**src/rtl/cpubus_pkg.sv**
```systemverilog
package cpubus_pkg;
  localparam int DW        = 16;
  localparam int STRAP_W   = 5;
  localparam int CTRL_IDX  = 0;
  localparam int STAT_IDX  = 1;

  // bit positions follow strap pin order 4..0
  typedef struct packed {
    logic rdy_norm;
    logic width_opt;
    logic wr_high;
    logic big_end;
    logic clk_x2;
  } strap_t;

  typedef enum logic [1:0] {
    ST_IDLE,
    ST_XFER,
    ST_LATE,
    ST_HOLD
  } bus_st_t;

  function automatic logic [DW-1:0] lane_swap(input logic [DW-1:0] v, input logic en);
    return en ? {v[DW/2-1:0], v[DW-1:DW/2]} : v;
  endfunction
endpackage

```
**src/rtl/cpubus_straps.sv**
```systemverilog
module cpubus_straps
  import cpubus_pkg::*;
(
  input  logic               clk,
  input  logic               rst_n,
  input  logic [STRAP_W-1:0] pins,
  output strap_t             cfg
);
  always_ff @(posedge clk) begin
    if (!rst_n) cfg <= strap_t'(pins);
  end

  a_r1_straps_frozen: assert property (@(posedge clk) disable iff (!rst_n)
    $past(rst_n) |-> $stable(cfg));
endmodule

```
**src/rtl/cpubus_phase.sv**
```systemverilog
module cpubus_phase (
  input  logic clk,
  input  logic rst_n,
  input  logic x2,
  output logic ph_en
);
  logic tog;

  always_ff @(posedge clk) begin
    if (!rst_n) tog <= 1'b0;
    else        tog <= ~tog;
  end

  assign ph_en = x2 ? tog : 1'b1;

  a_r2_full_rate: assert property (@(posedge clk) disable iff (!rst_n)
    !x2 |-> ph_en);
  a_r2_half_rate: assert property (@(posedge clk) disable iff (!rst_n)
    (x2 && ph_en) |=> !ph_en);
endmodule

```
**src/rtl/cpubus_regfile.sv**
```systemverilog
module cpubus_regfile
  import cpubus_pkg::*;
#(
  parameter int NREG = 8,
  parameter int AW   = 11
) (
  input  logic          clk,
  input  logic          rst_n,
  input  logic          wr_en,
  input  logic [AW-1:0] wr_addr,
  input  logic [DW-1:0] wr_data,
  input  logic [AW-1:0] rd_addr,
  output logic [DW-1:0] rd_data,
  input  logic [DW-1:0] evt,
  output logic          irq
);
  localparam int IW = $clog2(NREG);

  logic [DW-1:0] regs [NREG];
  logic          wr_hit;
  logic          rd_hit;
  logic [IW-1:0] wr_idx;
  logic          any_stat;

  assign wr_hit = (wr_addr < AW'(NREG));
  assign rd_hit = (rd_addr < AW'(NREG));
  assign wr_idx = wr_addr[IW-1:0];

  for (genvar g = 0; g < NREG; g++) begin : g_reg
    logic sel;
    assign sel = wr_en && wr_hit && (wr_idx == IW'(g));
    if (g == STAT_IDX) begin : g_stat
      always_ff @(posedge clk) begin
        if (!rst_n) regs[g] <= '0;
        else        regs[g] <= (regs[g] & ~(sel ? wr_data : '0)) | evt;
      end
    end else begin : g_plain
      always_ff @(posedge clk) begin
        if (!rst_n)   regs[g] <= '0;
        else if (sel) regs[g] <= wr_data;
      end
    end
  end

  assign rd_data  = rd_hit ? regs[rd_addr[IW-1:0]] : '0;
  assign any_stat = |regs[STAT_IDX];
  assign irq      = regs[CTRL_IDX][0] ? any_stat : ~any_stat;

  a_r10_set_sticks: assert property (@(posedge clk) disable iff (!rst_n)
    (|evt) |=> ((regs[STAT_IDX] & $past(evt)) == $past(evt)));
  a_r9_unmapped_ignored: assert property (@(posedge clk) disable iff (!rst_n)
    (wr_en && !wr_hit) |=> $stable(regs[CTRL_IDX]));
endmodule

```
**src/rtl/cpubus_slave.sv**
```systemverilog
module cpubus_slave
  import cpubus_pkg::*;
#(
  parameter int NREG = 8,
  parameter int AW   = 11
) (
  input  logic               clk,
  input  logic               rst_n,
  input  logic [STRAP_W-1:0] strap_pins,
  input  logic               cs_n,
  input  logic               ads_n,
  input  logic               rwc,
  input  logic [AW-1:0]      addr,
  input  logic [DW-1:0]      dat_in,
  output logic [DW-1:0]      dat_out,
  output logic               dat_oe,
  output logic               rdy_oe,
  output logic               bs16_oe,
  input  logic [DW-1:0]      evt_set,
  output logic               irq
);
  strap_t        cfg;
  logic          ph_en;
  bus_st_t       st;
  logic          rd_q;
  logic [AW-1:0] adr_q;
  logic          is_rd;
  logic          wr_en;
  logic [DW-1:0] reg_rd;

  cpubus_straps u_straps (
    .clk  (clk),
    .rst_n(rst_n),
    .pins (strap_pins),
    .cfg  (cfg)
  );

  cpubus_phase u_phase (
    .clk  (clk),
    .rst_n(rst_n),
    .x2   (cfg.clk_x2),
    .ph_en(ph_en)
  );

  assign is_rd = cfg.wr_high ? ~rwc : rwc;

  always_ff @(posedge clk) begin
    if (!rst_n) begin
      st    <= ST_IDLE;
      rd_q  <= 1'b0;
      adr_q <= '0;
    end else if (ph_en) begin
      unique case (st)
        ST_IDLE: if (!cs_n && !ads_n) begin
          st    <= ST_XFER;
          rd_q  <= is_rd;
          adr_q <= addr;
        end
        ST_XFER: st <= (rd_q && !cfg.rdy_norm) ? ST_LATE : ST_HOLD;
        ST_LATE: st <= ST_HOLD;
        ST_HOLD: if (cs_n) st <= ST_IDLE;
        default: st <= ST_IDLE;
      endcase
    end
  end

  assign wr_en   = ph_en && (st == ST_XFER) && !rd_q;
  assign rdy_oe  = (st == ST_XFER);
  assign bs16_oe = (st != ST_IDLE);
  assign dat_oe  = rd_q && (((st == ST_XFER) && cfg.rdy_norm) || (st == ST_LATE));
  assign dat_out = dat_oe ? lane_swap(reg_rd, cfg.big_end) : '0;

  cpubus_regfile #(.NREG(NREG), .AW(AW)) u_regs (
    .clk    (clk),
    .rst_n  (rst_n),
    .wr_en  (wr_en),
    .wr_addr(adr_q),
    .wr_data(lane_swap(dat_in, cfg.big_end)),
    .rd_addr(adr_q),
    .rd_data(reg_rd),
    .evt    (evt_set),
    .irq    (irq)
  );

  a_r6_early_data_follows: assert property (@(posedge clk) disable iff (!rst_n)
    (ph_en && st == ST_XFER && rd_q && !cfg.rdy_norm) |=> (dat_oe && !rdy_oe));
  a_r8_single_access: assert property (@(posedge clk) disable iff (!rst_n)
    (st == ST_HOLD && !cs_n) |=> !rdy_oe);
  a_r7_start_needs_both: assert property (@(posedge clk) disable iff (!rst_n)
    (st == ST_IDLE && (cs_n || ads_n)) |=> !bs16_oe);
endmodule

```
**config.mk**
```make
export PLATFORM = sky130hd
export DESIGN_NAME = cpubus_slave
export DESIGN_NICKNAME = d
export VERILOG_FILES = /design/src/rtl/cpubus_pkg.sv /design/src/rtl/cpubus_straps.sv /design/src/rtl/cpubus_phase.sv /design/src/rtl/cpubus_regfile.sv /design/src/rtl/cpubus_slave.sv
export SDC_FILE = /design/constraint.sdc
export NUM_CORES = 1
export LEC_CHECK = 0
export ABC_CLOCK_PERIOD_IN_PS = 4100
export BUFFER_PORTS_ARGS = -buffer_cell sky130_fd_sc_hd__buf_2
export CORE_MARGIN = 1
export CORE_UTILIZATION = 55
export CTS_CLUSTER_DIAMETER = 150
export DETAILED_ROUTE_END_ITERATION = 16
export PLACE_DENSITY = 0.86
export SLEW_MARGIN = 20
export SYNTH_ARGS = -nofsm -noshare
export SYNTH_HDL_FRONTEND = slang
export SYNTH_SLANG_ARGS = --single-unit
export TNS_END_PERCENT = 100
```
**constraint.sdc**
```tcl
create_clock -name clk -period 4.1 [get_ports clk]
set_input_delay 0.82 -clock clk [delete_from_list [all_inputs] [get_ports clk]]
set_output_delay 0.82 -clock clk [all_outputs]
set_load 0.01 [all_outputs]
```
# Word-level counts from Yosys, hierarchy flattened
# Memories as Yosys holds them, arrays and structs flattened. A register that Yosys moved wholly into a read port is not among the register bits.
# Index checks and enable logic that the tools add are counted.
# word_totals
elab_cells	107
ram_bits	128
reg_bits	19
out_inout_bits	20
memories	1
# classes
n_lt_le_gt_ge	1
mux	45
reduce_logical	26
n_eq_ne	12
bitwise_logic	14
# memory_table
name	depth	word_bits	read_ports	rd_clocked_by_memory_dff	wr	line_no	rtl
u_regs.regs	8	16	3	1	8	cpubus_regfile.sv:19	logic [DW-1:0] regs [NREG];
# ops
operator	n
2-to-1 mux 16 bit	13
2-to-1 mux 1 bit	27
AND 16 bit	1
NOT 16 bit	1
bitwise OR 16 bit	1
OR reduction 16 bit	1
logical AND 1 bit	15
== test 3 bit, second input constant	4
less-than comparator 11 x 4 -> 1 bit, second input constant	1
bitwise OR 1 bit	8
one-hot mux 2 bit (4 select lines)	1
== test 3 x 2 -> 1 bit, second input constant	2
2-to-1 mux 3 bit	2
AND reduction 3 bit	2
== test 2 bit, second input constant	2
logical NOT 1 bit	4
2-to-1 mux 2 bit	2
inequality test 2 bit, second input constant	2
== test 3 x 1 -> 1 bit, second input constant	1
logical NOT 3 bit	1
NOT 1 bit	3
== test 2 x 1 -> 1 bit, second input constant	1
logical NOT 2 bit	1
nonzero test 2 bit	1
logical OR 1 bit	1

# Logic depth before layout (Yosys ltp)
# Gate-level depths: netlist (run 1).
# logic_depth
ltp_word	10
depth_mapped	8
depth_no_buf	6

# Hierarchy
# A second synthesis (run 1) with hierarchy kept.
# hier_totals
hier_cells	607
area_unflattened_um2	7074.3
# modules_own_cells
mod	area_each_um2	instances	seq_area_each_um2	cells_per_inst
cpubus_regfile	5805.6	1	3683.5	466
cpubus_slave	1082.3	1	280.3	132
cpubus_straps	153.9	1	150.1	6
cpubus_phase	32.5	1	20.0	3

# Least setup slack after synthesis (run 1)
# Ideal clock, no wire load.
# synth_timing
path_type	flip-flop to flip-flop
start	register adr_q[3]
end	memory u_regs.regs[4][0] (enable)
slack_ps	947
t_arrival_ps	2739
synth_period_minus_slack_ps	3153
stages_incl_launch_ff	5
t_required_ps	3686
n_path_buf	0
cell_sequence	dfxtp_1 or4_1 nor4_4 nand2_1 o31ai_1
# synth_lines
item	line_no	rtl
start, declared	cpubus_slave.sv:26	logic [AW-1:0] adr_q;
start signal, assigned	cpubus_slave.sv:57	adr_q <= addr;
end, declared	cpubus_regfile.sv:19	

# Final worst setup path (run 1)
# layout_timing
start	register, netlist name u_straps.cfg[1]
end	output port dat_out[15]
# layout_via
elab_chain_cells	2
# layout_lines
item	line_no	rtl
2-to-1 mux 16 bit	cpubus_pkg.sv:24	return en ? {v[DW/2-1:0], v[DW-1:DW/2]} : v;
2-to-1 mux 16 bit	cpubus_slave.sv:71	assign dat_out = dat_oe ? lane_swap(reg_rd, cfg.big_end) : '0;
end, declared	cpubus_slave.sv:15	output logic [DW-1:0] dat_out,
# No other way between the ends.

==> impl_metrics.env, run 1 <==
export IMPL_synth_seq_area_share=0.6169
export IMPL_p_seq_frac=0.465
export IMPL_grt_pass1_vias=5022
export IMPL_synth_largest_area_cell="sky130_fd_sc_hd__edfxtp_1"
export IMPL_result_of_the_run="completed"
export IMPL_switching_power_uw=932.9
export IMPL_fin_worst_skew_ps=6.051
export IMPL_maxCapViolCount=0
export IMPL_num_nets_final=704
export IMPL_die_area_um2=12720
export IMPL_cts_sinks=150
export IMPL_p_per_area_nw_per_um2=482.5
export IMPL_crit_fanout=18
export IMPL_p_comb_frac=0.108
export IMPL_largest_net_degree_at_the_start_of_global_routing=34
export IMPL_worst_slew_margin_rel=0.2428
export IMPL_critical_path_top_delay_family="flip-flops"
export IMPL_yosys_register_bits=150
export IMPL_mappedNetlistNets=637
export IMPL_ys_async_sr_fraction=0
export IMPL_holdCritPathClass="reg -> reg"
export IMPL_synthDominantCellAreaShare=0.5160
export IMPL_die_width_um=112.8
export IMPL_grt_remaining_overflow=0
export IMPL_cts_post_setup_buffers_inserted=0
export IMPL_io_buffer_count=71
export IMPL_synthToLayoutAreaGrowth_pct=16.59
export IMPL_cts_htree_levels=4
export IMPL_finalCritPeriodShare=0.8376
export IMPL_postSynthAreaPerCell_um2=11.64
export IMPL_drc_errors=0
export IMPL_worstSkewPairLatency_ps=430
export IMPL_leading_cell_type_by_number_of_instances_after_synthesis="sky130_fd_sc_hd__nor2_1"
export IMPL_seqCellArea_um2=4168
export IMPL_gpl_final_weighted_congestion=0.8233
export IMPL_wire_length_of_the_first_global_routing_pass_um=26690
export IMPL_timing_critical_path_from_type="flip-flop"
export IMPL_cp_data_required_time_ps=3280
export IMPL_num_antenna_cells=0
export IMPL_tritoncts_clock_tree="yes"
export IMPL_clock_tree_root_cell="sky130_fd_sc_hd__clkbuf_16"
export IMPL_worst_slew_pin_slew_ps=1132
export IMPL_peak_supply_drop_mv=0.3343
export IMPL_cp_num_buf_inv=1
export IMPL_dp_hpwl_um=11000
export IMPL_multi_input_logic_area_um2=2445
export IMPL_detailedRoute_firstPassIterationCount=5
export IMPL_setup_tns_final_ps=0
export IMPL_final_design_area_no_fill_um2=7870
export IMPL_synth_enable_flop_cells=116
export IMPL_timing_final_ws_setup_ps=665.8
export IMPL_vias=5144
export IMPL_detail_route_wirelength_um=17240
export IMPL_drtAntennaViolNets=0
export IMPL_crit_path_end_kind="output port"
export IMPL_design_power_total_uw=3798
export IMPL_mappedNetlistArea_um2=6750
export IMPL_critPathMaxStageDelay_ps=950
export IMPL_antenna_violations_before_repair=0
export IMPL_worstPathCellList="nand2_1, o22ai_1, buf_2"
export IMPL_detail_route_vias_per_cell=6.374
export IMPL_initial_cell_density_of_the_core=0.5620
export IMPL_synth_distinct_cells=32
export IMPL_max_freq_mhz=291.2
export IMPL_static_leakage_power_uw=0.003036
export IMPL_setup_viol_count_final=0
export IMPL_synth_area_leaders="sky130_fd_sc_hd__edfxtp_1 (52%), sky130_fd_sc_hd__mux2i_1 (14%), sky130_fd_sc_hd__dfxtp_1 (10%), sky130_fd_sc_hd__nor2_1 (8.2%), sky130_fd_sc_hd__a22oi_1 (3.4%)"
export IMPL_cts_made_buffers=17
export IMPL_globalRouteTotalUtil=0.2852
export IMPL_cp_slowest_cell="sky130_fd_sc_hd__edfxtp_1"
export IMPL_synth_common_cells="sky130_fd_sc_hd__nor2_1 (147), sky130_fd_sc_hd__edfxtp_1 (116), sky130_fd_sc_hd__mux2i_1 (92)"
export IMPL_ctsHoldBuffers=0
export IMPL_internal_power_uw=2865
export IMPL_report_final_slew_viol_count=0
export IMPL_pre_cts_slack_ps=1101
export IMPL_finalHoldViolations=0
export IMPL_drive_above_1_share=0.1773
export IMPL_cts_reportedPaths_clkPinSlew_ps=60
export IMPL_cp_arrival_ps=2610
export IMPL_chipHeight_um=112.8
export IMPL_fp_coreArea_um2=12010
export IMPL_worst_setup_path_type="reg -> out"
export IMPL_layout_min_cycle_time_ps=3434
export IMPL_postSynth_topFlopCell="sky130_fd_sc_hd__edfxtp_1"
export IMPL_fillerInstances=840
export IMPL_num_rows=40
export IMPL_yosys_warnings=0
export IMPL_avgRoutedWirePerCell_um=21.37
export IMPL_power_share_of_the_clock_group=0.427
export IMPL_worstRegToRegCells=4
export IMPL_cts_resized=0
export IMPL_switching_share_of_power=0.2457
export IMPL_critical_path_depth=3
export IMPL_boundaryPins=73
export IMPL_holdPathStages=1
export IMPL_syn_inst=580
export IMPL_drt_first_iter_violations=715
export IMPL_postPlaceCellArea_um2=7261
export IMPL_setup_repair_after_global_routing_missed_its_margin="false"
export IMPL_cts_buffer_depth=2
-- worst register-to-register path: stages, from the launching register on --
cell and delay [ps]:
sky130_fd_sc_hd__dfxtp_1 310, sky130_fd_sc_hd__or4_1 650, sky130_fd_sc_hd__nor4_4 500, sky130_fd_sc_hd__nand4b_1 810
sky130_fd_sc_hd__nor2_1 350
-- power groups by stage --
stage | clock, uW | combinational [uW] | sequential (uW)
CTS | 1620 | 401 | 1760
global placement | 0 | 376 | 1790
global route | 1680 | 436 | 1770
floorplan | 0 | 270 | 1770
detailed placement | 0 | 394 | 1790
finish | 1620 | 410 | 1770
-- layout make-up --
type                       count  share of cell area
multi-input combinational    390              0.3107
clock buffer                  17             0.05405
tap                          147             0.02337
timing repair buffer          83             0.05660
sequential                   150              0.5296
clock inverter                15             0.02337
inverter                       5            0.002385
-- final timing paths --
path / from / end / slack [ps]
setup reg to reg: adr_q[3] / u_regs.regs[5][9] / 1320
hold / removal: u_phase.tog / u_phase.tog / 430
setup / recovery: u_straps.cfg[1] / dat_out[15] / 670
hold reg to reg: u_phase.tog / u_phase.tog / 430
-- cells in the final DEF, fill, tap and decap left out, drive strengths merged --
cell type,n
dfxtp,34
or4,3
nor2,147
a211oi,1
nor2b,4
nor4,6
o21ai,23
nand3,20
mux2i,92
nand3b,1
clkinv,8
o221a,1
xor2,1
a21oi,18
nand2b,5
buf,83
clkinvlp,1
nand4b,1
nand4,4
and2,2
clkbuf,17
o31ai,2
o22ai,16
bufinv,4
nand2,5
xnor2,1
inv,7
ha,4
edfxtp,116
a22oi,31
nor3b,1
or3,1
-- sequential cells by signal, summed over array words and instances (netlist names), named ones only --
register and count:
u_phase.tog 1, u_straps.cfg 4, adr_q 11, rd_q 1
st 2, u_regs.regs 128
-- layer usage --
metal / up-vias / GRT usage / wire, um
met5: - / 0 / 0
met3: 58 / 0.05999 / 1790
met4: 0 / 0.1244 / 475
met1: 2435 / 0.3578 / 6421
li1: 2269 / - / -
met2: 382 / 0.4802 / 8557
-- through the flow --
| step | instances | utilization | hold WS (ps) |
|---|---|---|---|
| CTS | 807 | 0.6552 | 421.2 |
| finish | 807 | 0.6552 | 425.8 |
| global route | 807 | 0.6552 | 463.0 |
| floorplan | 580 | - | 393.2 |
| global placement | 775 | 0.6045 | 401.8 |
| detailed placement | 775 | 0.6045 | 413.0 |
-- cell families (layout without fill, tap and decap cells) --
| group | Yosys count | count (layout) | share of synthesized area |
|---|---|---|---|
| AOI/OAI and AO/OA | 92 | 92 | 0.08471 |
| adders and majority gates | 4 | 4 | 0.007415 |
| and+or+nand+nor | 200 | 200 | 0.1296 |
| xor gates and xnor gates | 2 | 2 | 0.002595 |
| buffers and inverters | 40 | 120 | 0.02243 |
| DFF | 150 | 150 | 0.6169 |
| muxes | 92 | 92 | 0.1364 |
Note: power is estimated with default switching activity, not from simulation.
==> run 2: changes to the inputs <==
Settings changed: ABC_AREA set to 1, ABC_CLOCK_PERIOD_IN_PS 4100 to 3100, CORE_UTILIZATION 55 to 54, PLACE_DENSITY 0.86 to 0.88.
Clock period 4.1 ns to 3.1 ns, I/O delays scaled along.
==> run 2 against run 1 <==
Synthesized cell count increased by 63%. Combinational power increased by 110%. Final cell count increased by 48%. Largest cell class unchanged. Clock skew increased by 0.65 ps. Core utilization decreased by 2.1 points. Critical path type unchanged. Final area increased by 12%.
==> impl_metrics.env, run 2 <==
export IMPL_syn_inst=944
export IMPL_regMostFlops="u_regs.regs"
export IMPL_num_rows=43
export IMPL_synth_distinct_cells=25
export IMPL_drive_above_1_share=0.1532
export IMPL_synth_common_cells="sky130_fd_sc_hd__nand2_1 (265), sky130_fd_sc_hd__inv_1 (137), sky130_fd_sc_hd__nor2_1 (121)"
export IMPL_result_of_the_run="completed"
export IMPL_largest_net_degree_at_the_start_of_global_routing=53
export IMPL_power_share_of_the_clock_group=0.389
export IMPL_detail_route_wirelength_um=18840
export IMPL_rrSetupSlack_ps=510
export IMPL_wire_length_of_the_first_global_routing_pass_um=29280
export IMPL_leading_cell_type_by_number_of_instances_after_synthesis="sky130_fd_sc_hd__nand2_1"
export IMPL_setup_tns_final_ps=0
export IMPL_cts_reportedPaths_clkPinSlew_ps=60
export IMPL_cts_htree_levels=4
export IMPL_cts_made_buffers=17
export IMPL_r2r_start="st[1]"
export IMPL_crit_path_end_kind="output port"
export IMPL_grt_pass1_vias=6106
export IMPL_report_final_slew_viol_count=0
export IMPL_synth_area_leaders="sky130_fd_sc_hd__edfxtp_1 (45%), sky130_fd_sc_hd__nand2_1 (13%), sky130_fd_sc_hd__dfxtp_1 (8.8%), sky130_fd_sc_hd__nand3_1 (6.7%), sky130_fd_sc_hd__inv_1 (6.7%)"
export IMPL_worst_setup_path_type="reg -> out"
export IMPL_leading_cell_types_in_the_layout_fill_and_taps_excluded="sky130_fd_sc_hd__nand2_1 (265), sky130_fd_sc_hd__inv_1 (136), sky130_fd_sc_hd__nor2_1 (121)"
export IMPL_drt_first_iter_violations=871
export IMPL_cts_buffer_depth=2
export IMPL_worstPathCellList="clkinvlp_4, buf_4, nand3_1, nand3_1, nand2_1, nand2_1, nor2_1, buf_2"
export IMPL_clock_tree_root_cell="sky130_fd_sc_hd__clkbuf_16"
export IMPL_p_seq_frac=0.444
export IMPL_synthDominantCellAreaShare=0.4516
export IMPL_r2r_end="u_regs.regs[3][10]"
export IMPL_synth_seq_area_share=0.5398
export IMPL_final_util=0.6341
export IMPL_drtAntennaViolNets=0
export IMPL_switching_power_uw=1505
export IMPL_hold_path_end="u_straps.cfg[0]"
export IMPL_postSynth_topFlopCell="sky130_fd_sc_hd__edfxtp_1"
export IMPL_postSynthAreaPerCell_um2=8.171
export IMPL_crit_fanout=17
export IMPL_worstSkewPairLatency_ps=430
export IMPL_worstRegToRegCells=8
export IMPL_largest_registers="u_regs.regs: 128 flops, adr_q: 11 flops, u_straps.cfg: 4 flops"
export IMPL_worst_slew_margin_rel=0.4320
export IMPL_io_buffer_count=71
export IMPL_drc_errors=0
export IMPL_layout_commonest_cell="sky130_fd_sc_hd__nand2_1"
export IMPL_fillerInstances=1098
export IMPL_tritoncts_clock_tree="yes"
export IMPL_mappedNetlistNets=1001
export IMPL_die_area_um2=14770
export IMPL_static_leakage_power_uw=0.004071
export IMPL_yosys_warnings=0
export IMPL_critPathMaxStageDelay_ps=770
export IMPL_cp_arrival_ps=2350
export IMPL_chipHeight_um=121.5
export IMPL_critical_path_top_delay_family="flip-flops"
export IMPL_fp_coreArea_um2=13880
export IMPL_largest_register_ffs=128
export IMPL_max_freq_mhz=336.9
export IMPL_num_nets_final=1062
export IMPL_detail_route_vias_per_cell=5.495
export IMPL_synth_largest_area_cell="sky130_fd_sc_hd__edfxtp_1"
export IMPL_globalRouteTotalUtil=0.2647
export IMPL_grt_remaining_overflow=0
export IMPL_finalCritPeriodShare=0.9575
export IMPL_synthToLayoutAreaGrowth_pct=14.11
export IMPL_setup_viol_count_final=0
export IMPL_boundaryPins=73
export IMPL_mappedNetlistArea_um2=7714
export IMPL_peak_supply_drop_mv=0.4841
export IMPL_dp_hpwl_um=12090
export IMPL_timing_critical_path_from_type="flip-flop"
export IMPL_num_antenna_cells=0
export IMPL_holdCritPathClass="in -> reg"
export IMPL_hold_start="strap_pins[0]"
export IMPL_fin_worst_skew_ps=6.705
export IMPL_layout_min_cycle_time_ps=2968
export IMPL_finalHoldViolations=0
export IMPL_worst_slew_pin_slew_ps=851.0
export IMPL_avgRoutedWirePerCell_um=15.72
export IMPL_maxCapViolCount=0
export IMPL_antenna_violations_before_repair=0
export IMPL_vias=6583
export IMPL_cp_slowest_cell="sky130_fd_sc_hd__dfxtp_1"
export IMPL_initial_cell_density_of_the_core=0.5557
export IMPL_ys_async_sr_fraction=0
export IMPL_synth_enable_flop_cells=116
export IMPL_gpl_final_weighted_congestion=0.8317
export IMPL_p_comb_frac=0.167
export IMPL_switching_share_of_power=0.2858
export IMPL_die_width_um=121.5
export IMPL_yosys_register_bits=150
export IMPL_internal_power_uw=3761
export IMPL_setup_repair_after_global_routing_missed_its_margin="false"
export IMPL_detailedRoute_firstPassIterationCount=6
export IMPL_cp_num_buf_inv=3
export IMPL_p_per_area_nw_per_um2=598.3
export IMPL_cp_data_required_time_ps=2480
export IMPL_holdPathStages=1
export IMPL_cts_sinks=150
## run 2: kinds of logic after synthesis
| group | synth area share |
|---|---|
| and+or+nand+nor | 0.3139 |
| buffers and inverters | 0.09732 |
| DFF | 0.5398 |
| AOI/OAI and AO/OA | 0.04023 |
| adders and majority gates | 0.006488 |
| xor gates and xnor gates | 0.002271 |
## run 2: layout make-up
class / count / area (um2) / share of cell area
Tap cell: 180 / 225.2 / 0.02559
Timing Repair Buffer: 89 / 503.0 / 0.05714
Clock inverter: 12 / 122.6 / 0.01393
Clock buffer: 20 / 457.9 / 0.05203
Multi-Input combinational cell: 607 / 2799 / 0.3180
Inverter: 140 / 529.3 / 0.06013
Sequential cell: 150 / 4165 / 0.4732
## run 2: layer usage
metal | track usage | vias up | share of wire
met5 | 0 | - | 0
li1 | - | 3124 | -
met1 | 0.3307 | 3043 | 0.39
met3 | 0.04887 | 49 | 0.085
met4 | 0.1157 | 0 | 0.027
met2 | 0.4478 | 367 | 0.50
## run 2: what timing repair did
item | 4_1_cts | 5_1_grt
gates resized for setup | 0 | 1
hold buffers | 0 | 0
setup buffers | 0 | 2
setup endpoints to repair | 0 | 15
endpoints found under the hold margin | 0 | 0
## run 2: worst max path at each step
| stage | to | depth (start not counted) |
|---|---|---|
| finish | dat_out[1] | 8 |
| detailed placement | dat_out[1] | 7 |
| CTS | dat_out[10] | 7 |
| floorplan | dat_out[10] | 7 |
| global route | dat_out[5] | 8 |
| global placement | u_regs.regs[3][6] | 8 |
## run 2: power by group through the flow
stage,registers (uW),logic [uW],clock network [uW]
floorplan,2350,612,0
global placement,2370,823,0
detailed placement,2380,852,0
CTS,2340,863,2040
global route,2350,968,2140
finish,2340,879,2050
## run 2: worst register-to-register path: stages (launching register included)
cell and delay [ps]:
sky130_fd_sc_hd__dfxtp_1 340, sky130_fd_sc_hd__inv_1 100, sky130_fd_sc_hd__ha_1 220, sky130_fd_sc_hd__nand2_1 110, sky130_fd_sc_hd__nor2_4 430, sky130_fd_sc_hd__nand2_4 170
sky130_fd_sc_hd__nor2_8 200, sky130_fd_sc_hd__nand2_1 70, sky130_fd_sc_hd__nand2_1 580
## run 2: per-stage QoR
stage | cells | hold WS, ps | cell area, um2 | setup WS, ps | total power, uW
final | 1198 | 364.0 | 8802 | 131.6 | 5266
after global routing | 1198 | 358.4 | 8802 | 19.32 | 5454
after CTS | 1196 | 360.3 | 8783 | 51.89 | 5236
after detailed placement | 1164 | 411.4 | 8203 | 552.2 | 3229
after global placement | 1164 | 400.4 | 8203 | 632.5 | 3194
after floorplan | 944 | 393.2 | 7714 | 857.3 | 2961
